## config.mk

```make
export PLATFORM = sky130hd
export DESIGN_NAME = bl_pwm_ctrl
export DESIGN_NICKNAME = d
export VERILOG_FILES = /design/src/rtl/bl_pwm_pkg.sv /design/src/rtl/bl_pwm_regs.sv /design/src/rtl/bl_pwm_core.sv /design/src/rtl/bl_pwm_ctrl.sv
export SDC_FILE = /design/constraint.sdc
export NUM_CORES = 1
export LEC_CHECK = 0
export ABC_CLOCK_PERIOD_IN_PS = 2200
export BUFFER_PORTS_ARGS = -buffer_cell sky130_fd_sc_hd__buf_2
export CORE_AREA = 8 8 143 145
export CTS_BUF_LIST = sky130_fd_sc_hd__clkbuf_16
export CTS_CLUSTER_DIAMETER = 100
export DETAILED_ROUTE_END_ITERATION = 7
export DIE_AREA = 0 0 151 153
export GPL_ROUTABILITY_DRIVEN = 0
export PLACE_DENSITY = 0.73
export SYNTH_ARGS = -nofsm -noshare
export SYNTH_HDL_FRONTEND = slang
export SYNTH_SLANG_ARGS = --single-unit
export TNS_END_PERCENT = 100
```

## constraint.sdc

```tcl
create_clock -name clk -period 2.2 [get_ports clk]
set_input_delay 0.44 -clock clk [delete_from_list [all_inputs] [get_ports clk]]
set_output_delay 0.44 -clock clk [all_outputs]
set_load 0.005 [all_outputs]
```

## src/rtl/bl_pwm_pkg.sv

```systemverilog
package bl_pwm_pkg;
  localparam int NUM_WORDS = 4;
  localparam int IDX_RUN   = 0;
  localparam int IDX_LATCH = 1;
  localparam int IDX_SCALE = 2;
  localparam int IDX_SHAPE = 3;

  // bit positions that the register port decodes into the core
  localparam int DIV_LSB = 16;
  localparam int PER_LSB = 0;
  localparam int HW_LSB  = 16;

  function automatic logic [7:0] word_offset(input int idx);
    case (idx)
      IDX_RUN:   return 8'h00;
      IDX_LATCH: return 8'h08;
      IDX_SCALE: return 8'h10;
      default:   return 8'h14;
    endcase
  endfunction
endpackage

```

## src/rtl/bl_pwm_regs.sv

```systemverilog
module bl_pwm_regs
  import bl_pwm_pkg::*;
#(
  parameter int ADDR_W = 8,
  parameter int DATA_W = 32,
  parameter int DIV_W  = 10,
  parameter int PER_W  = 12,
  parameter int HW_W   = 13
) (
  input  logic              clk,
  input  logic              rst_n,
  input  logic              bus_sel,
  input  logic              bus_wr,
  input  logic [ADDR_W-1:0] bus_addr,
  input  logic [DATA_W-1:0] bus_wdata,
  output logic [DATA_W-1:0] bus_rdata,
  output logic              run_en,
  output logic              commit_stb,
  output logic [DIV_W-1:0]  sh_div,
  output logic [PER_W-1:0]  sh_per,
  output logic [HW_W-1:0]   sh_hw
);
  localparam int FLAT_W = NUM_WORDS * DATA_W;

  logic [FLAT_W-1:0]    word_flat;
  logic [NUM_WORDS-1:0] hit;

  for (genvar gi = 0; gi < NUM_WORDS; gi++) begin : g_word
    logic [DATA_W-1:0] q;
    assign hit[gi] = bus_sel && (bus_addr == ADDR_W'(word_offset(gi)));
    always_ff @(posedge clk or negedge rst_n) begin
      if (!rst_n)                q <= '0;
      else if (hit[gi] && bus_wr) q <= bus_wdata;
    end
    assign word_flat[gi*DATA_W +: DATA_W] = q;
  end

  always_comb begin
    bus_rdata = '0;
    for (int i = 0; i < NUM_WORDS; i++)
      if (hit[i]) bus_rdata = word_flat[i*DATA_W +: DATA_W];
  end

  logic [DATA_W-1:0] run_w, latch_w, scale_w, shape_w;
  assign run_w   = word_flat[IDX_RUN*DATA_W   +: DATA_W];
  assign latch_w = word_flat[IDX_LATCH*DATA_W +: DATA_W];
  assign scale_w = word_flat[IDX_SCALE*DATA_W +: DATA_W];
  assign shape_w = word_flat[IDX_SHAPE*DATA_W +: DATA_W];

  assign run_en     = run_w[0];
  assign commit_stb = hit[IDX_LATCH] && bus_wr && bus_wdata[0] && !latch_w[0];
  assign sh_div     = scale_w[DIV_LSB +: DIV_W];
  assign sh_per     = shape_w[PER_LSB +: PER_W];
  assign sh_hw      = shape_w[HW_LSB  +: HW_W];

  p_unmapped_zero_r3: assert property (@(posedge clk) disable iff (!rst_n)
    (bus_sel && !(|hit)) |-> (bus_rdata == '0));

  p_hold_words_r2: assert property (@(posedge clk) disable iff (!rst_n)
    !(bus_sel && bus_wr && (|hit)) |=> $stable(word_flat));

  p_commit_once_r4: assert property (@(posedge clk) disable iff (!rst_n)
    commit_stb |=> !commit_stb);
endmodule

```

## src/rtl/bl_pwm_core.sv

```systemverilog
module bl_pwm_core #(
  parameter int DIV_W = 10,
  parameter int PER_W = 12,
  parameter int HW_W  = 13
) (
  input  logic             clk,
  input  logic             rst_n,
  input  logic             run_en,
  input  logic             commit_stb,
  input  logic [DIV_W-1:0] sh_div,
  input  logic [PER_W-1:0] sh_per,
  input  logic [HW_W-1:0]  sh_hw,
  output logic             pwm_out
);
  localparam int CMP_W = (PER_W > HW_W) ? PER_W : HW_W;

  logic [DIV_W-1:0] act_div, pre_q;
  logic [PER_W-1:0] act_per, per_q;
  logic [HW_W-1:0]  act_hw;
  logic             pend_q;
  logic             tick, wrap, want, load;

  assign tick = (pre_q == act_div);
  assign wrap = tick && (per_q == act_per);
  assign want = commit_stb || pend_q;
  assign load = want && (!run_en || wrap);

  always_ff @(posedge clk or negedge rst_n) begin
    if (!rst_n) begin
      act_div <= '0;
      act_per <= '0;
      act_hw  <= '0;
      pend_q  <= 1'b0;
    end else begin
      pend_q <= want && !load;
      if (load) begin
        act_div <= sh_div;
        act_per <= sh_per;
        act_hw  <= sh_hw;
      end
    end
  end

  always_ff @(posedge clk or negedge rst_n) begin
    if (!rst_n) begin
      pre_q <= '0;
      per_q <= '0;
    end else if (!run_en) begin
      pre_q <= '0;
      per_q <= '0;
    end else if (tick) begin
      pre_q <= '0;
      per_q <= wrap ? '0 : per_q + 1'b1;
    end else begin
      pre_q <= pre_q + 1'b1;
    end
  end

  logic [CMP_W-1:0] per_ext, hw_ext;
  assign per_ext = CMP_W'(per_q);
  assign hw_ext  = CMP_W'(act_hw);
  assign pwm_out = run_en && (per_ext <= hw_ext);

  p_pre_bound_r5: assert property (@(posedge clk) disable iff (!rst_n)
    pre_q <= act_div);

  p_per_bound_r5: assert property (@(posedge clk) disable iff (!rst_n)
    per_q <= act_per);

  p_stop_rewind_r9: assert property (@(posedge clk) disable iff (!rst_n)
    !run_en |=> (pre_q == '0 && per_q == '0));

  p_no_midcycle_load_r8: assert property (@(posedge clk) disable iff (!rst_n)
    (run_en && !wrap) |=> $stable({act_div, act_per, act_hw}));

  p_full_high_r7: assert property (@(posedge clk) disable iff (!rst_n)
    (run_en && CMP_W'(act_hw) >= CMP_W'(act_per)) |-> pwm_out);
endmodule

```

## src/rtl/bl_pwm_ctrl.sv

```systemverilog
module bl_pwm_ctrl #(
  parameter int ADDR_W = 8,
  parameter int DATA_W = 32,
  parameter int DIV_W  = 10,
  parameter int PER_W  = 12,
  parameter int HW_W   = 13
) (
  input  logic              clk,
  input  logic              rst_n,
  input  logic              bus_sel,
  input  logic              bus_wr,
  input  logic [ADDR_W-1:0] bus_addr,
  input  logic [DATA_W-1:0] bus_wdata,
  output logic [DATA_W-1:0] bus_rdata,
  output logic              pwm_out
);
  logic             run_en, commit_stb;
  logic [DIV_W-1:0] sh_div;
  logic [PER_W-1:0] sh_per;
  logic [HW_W-1:0]  sh_hw;

  bl_pwm_regs #(
    .ADDR_W(ADDR_W), .DATA_W(DATA_W),
    .DIV_W(DIV_W), .PER_W(PER_W), .HW_W(HW_W)
  ) i_regs (
    .clk(clk), .rst_n(rst_n),
    .bus_sel(bus_sel), .bus_wr(bus_wr), .bus_addr(bus_addr),
    .bus_wdata(bus_wdata), .bus_rdata(bus_rdata),
    .run_en(run_en), .commit_stb(commit_stb),
    .sh_div(sh_div), .sh_per(sh_per), .sh_hw(sh_hw)
  );

  bl_pwm_core #(
    .DIV_W(DIV_W), .PER_W(PER_W), .HW_W(HW_W)
  ) i_core (
    .clk(clk), .rst_n(rst_n),
    .run_en(run_en), .commit_stb(commit_stb),
    .sh_div(sh_div), .sh_per(sh_per), .sh_hw(sh_hw),
    .pwm_out(pwm_out)
  );
endmodule

```

==> run metrics <==
multi-input logic area between 4000 and 5000 um2; Synth Register Bits 186; worst hold start bus_wdata[13]; clock buffer depth 2; compound-gate portion of the synthesized area 0.0619; placed insts 1050; Synth cell types 49; Ports 77; syn avg cell area 12.4 um2; vias approximately 6300; crit path from i_core.act_hw[10]$_DFFE_PN0P_; PnR worst setup slack -0.303 ns; hold depth 2; P_int 5600 uW; Psw 1640 uW; xor/xnor cell area share of the yosys netlist 0.0297; met1 Use GR 0.266; TritonCTS clock tree yes; fillers about 1300; CP max FO 2; Pwr Total 7230 uW; Slew @ Worst Pin 0.444 ns; core area 18300 um2; sw frac 0.226; Leak Pwr approximately 0.0061 uW; Max Clk Rate roughly 400 MHz; most frequent cells in the layout 185 x dfrtp_1, 127 x mux2_1, 68 x buf_2; WL/cell 20.6 um; drt drc 0; port buffer count 76; Final TNS setup -11.53 ns; initial core utilization 0.484; Cell Rows 50; Mapped Cells just over 700; first-pass GRT wire length between 30000 and 40000 um; GR Util met3 0.0407; Post-synth ARST share 1.00; RSZ-0062 raised after global routing yes; Max-slew headroom 0.703; startpoint types flip-flop; worst r2r path cells 10; post-synthesis adder-cell area fraction 0.0198; number of global-route vias before repair 6582; CTS Buf Count 17; kind of critical path flip-flop to output port; Comb pwr share 0.071; DR iter-0 viols 454; top cell type's share of synthesized area 0.526; vias per cell roughly 5.7; Clock power frac 0.439; Power per Cell Area 636 nW/um2; portion of netlist area occupied by mux cells 0.245; largest family of logic cells by synthesized area multiplexers; chip width 151 um; r2r startpoint i_core.per_q[1]$_DFFE_PN0P_; Synth Area in Simple Gates 0.0879; Clock transition at path regs 0.07 ns; Critical Path End Type output port; clk_lat worst skew 0.43 ns; DRT antenna net count 0; Clock Skew 0.00610 ns; Crit path arrival time 2.06 ns; failing checks setup timing; met2 usage 0.320; area of the mapped netlist 8850 um2; commonest non-fill, non-tap cell in the layout dfrtp_1; MaxCap Viol Count 0; Syn. warnings 0; Tcrit/Tclk final 1.14; # diodes 0; remaining global-route overflow 0; top area cells in the synthesized netlist dfrtp_1 53%, mux2_1 17%, mux2_4 5.1%; CTS sink cnt 186; Min Clock Period, post-route 2.50 ns; Die Area roughly 23000 um2; post-synth top area cell dfrtp_1; status complete, but fails checks; Most Crowded Layer GR met2; layout net count between 900 and 1000; Seq pwr share 0.490; pre-CTS WS -0.256 ns; Tot GR Track Use 0.200; EDFF count, synth 0; CTS root buf clkbuf_16; largest net degree at the start of global routing 58; DR pass1 iterations 5; Slew Limit Fails 0; sequential area share after synthesis 0.526; DP Wirelength 14400 um; antenna violations before repair 1; growth of design area from synthesis to finish 28.5%; Hold Path Class primary input to flip-flop; final hold slack 0.271 ns; IR drop worst, VDD 538 uV; worst path required time approximately 1.8 ns; setup violators final 68; Final Non-Filler Cells approximately 1100; Sequential cell area between 4000 and 5000 um2; Detailed Route WL 22900 um; die height 153 um; syn_nets 774; layout cells sized above 1 0.340; ys flop type dfrtp_1; Final Hold Fails 0; H-tree level count 4
[repair_timing]
action / in CTS / in global routing
pin swaps: 40 / 28
hold endpoints to repair: 34 / 0
setup endpoints to repair: 69 / 70
hold buffers: 1 / 0
gates resized for setup: 75 / 40
gates cloned: 6 / 3
buffers inserted: 14 / 11
[per-stage QoR]
step	area (um2)	utilization
floorplan	8880	-
global placement	9990	0.547
detailed placement	9990	0.547
CTS	11100	0.608
global route	11400	0.623
finish	11400	0.623
[routing by layer]
layer	share of wire	wire, um
met1	0.44	10200
met2	0.49	11300
met3	0.043	980
met4	0.022	497
met5	0.00044	10
[path summary, 6_finish.rpt]
check | to | slack [ns]
max reg2reg | i_core.act_div[9]$_DFFE_PN0P_ | -0.16
min | i_regs.g_word[3].q[13]$_DFFE_PN0P_ | 0.27
min reg2reg | i_regs.g_word[0].q[1]$_DFFE_PN0P_ | 0.49
max | pwm_out | -0.30
min in group asynchronous | i_regs.g_word[1].q[30]$_DFFE_PN0N_ | 0.48
max in group asynchronous | i_core.per_q[0]$_DFFE_PN0P_ | 1.07
[critical path, stage by stage, from the launching register on]
cell and delay, ns:
dfrtp_1 0.39, inv_1 0.12, ha_4 0.22, a21o_1 0.15
a21oi_1 0.15, or2_1 0.15, o2111ai_1 0.12, a21oi_1 0.18
buf_2 0.15
[synthesized netlist by cell type (all sizes together) (6+ instances only)]
cell	count
nor2	39
a22oi	10
dfrtp	186
buf	21
a21oi	29
o31ai	7
clkbuf	16
nor4	7
inv	21
nand2	64
xnor2	6
ha	14
nand3	11
mux2i	23
and3	6
o211ai	9
o21ai	9
a221o	8
mux2	162
xor2	24
[cell type report]
type	instances	share of cell area
timing repair buffer	168	0.126
inverter	21	0.00693
multi-input combinational	472	0.379
clock buffer	17	0.0374
sequential	186	0.409
clock inverter	13	0.0156
tap	234	0.0257
[kinds of logic (layout without fill, tap and decap cells)]
family	after synthesis	after routing
flops	186	186
compound gates	83	83
buf+inv	58	219
mux	185	185
xor+xnor	30	30
fa+ha+maj	14	14
simple gates	160	160
[state kept, by name, indices dropped and copies added (netlist names)]
register,flops
i_regs.g_word.q,128
i_core.pend_q,1
i_core.act_div,10
i_core.pre_q,10
i_core.act_hw,13
i_core.per_q,12
i_core.act_per,12
[power by group through the flow]
stage	clock [uW]	combinational [uW]	sequential (uW)
after floorplan	0	194	3590
after global placement	0	445	3590
after detailed placement	0	453	3600
after CTS	3210	489	3540
after global routing	3340	566	3550
final	3180	516	3540
Note: power is estimated with default switching activity, not from simulation.
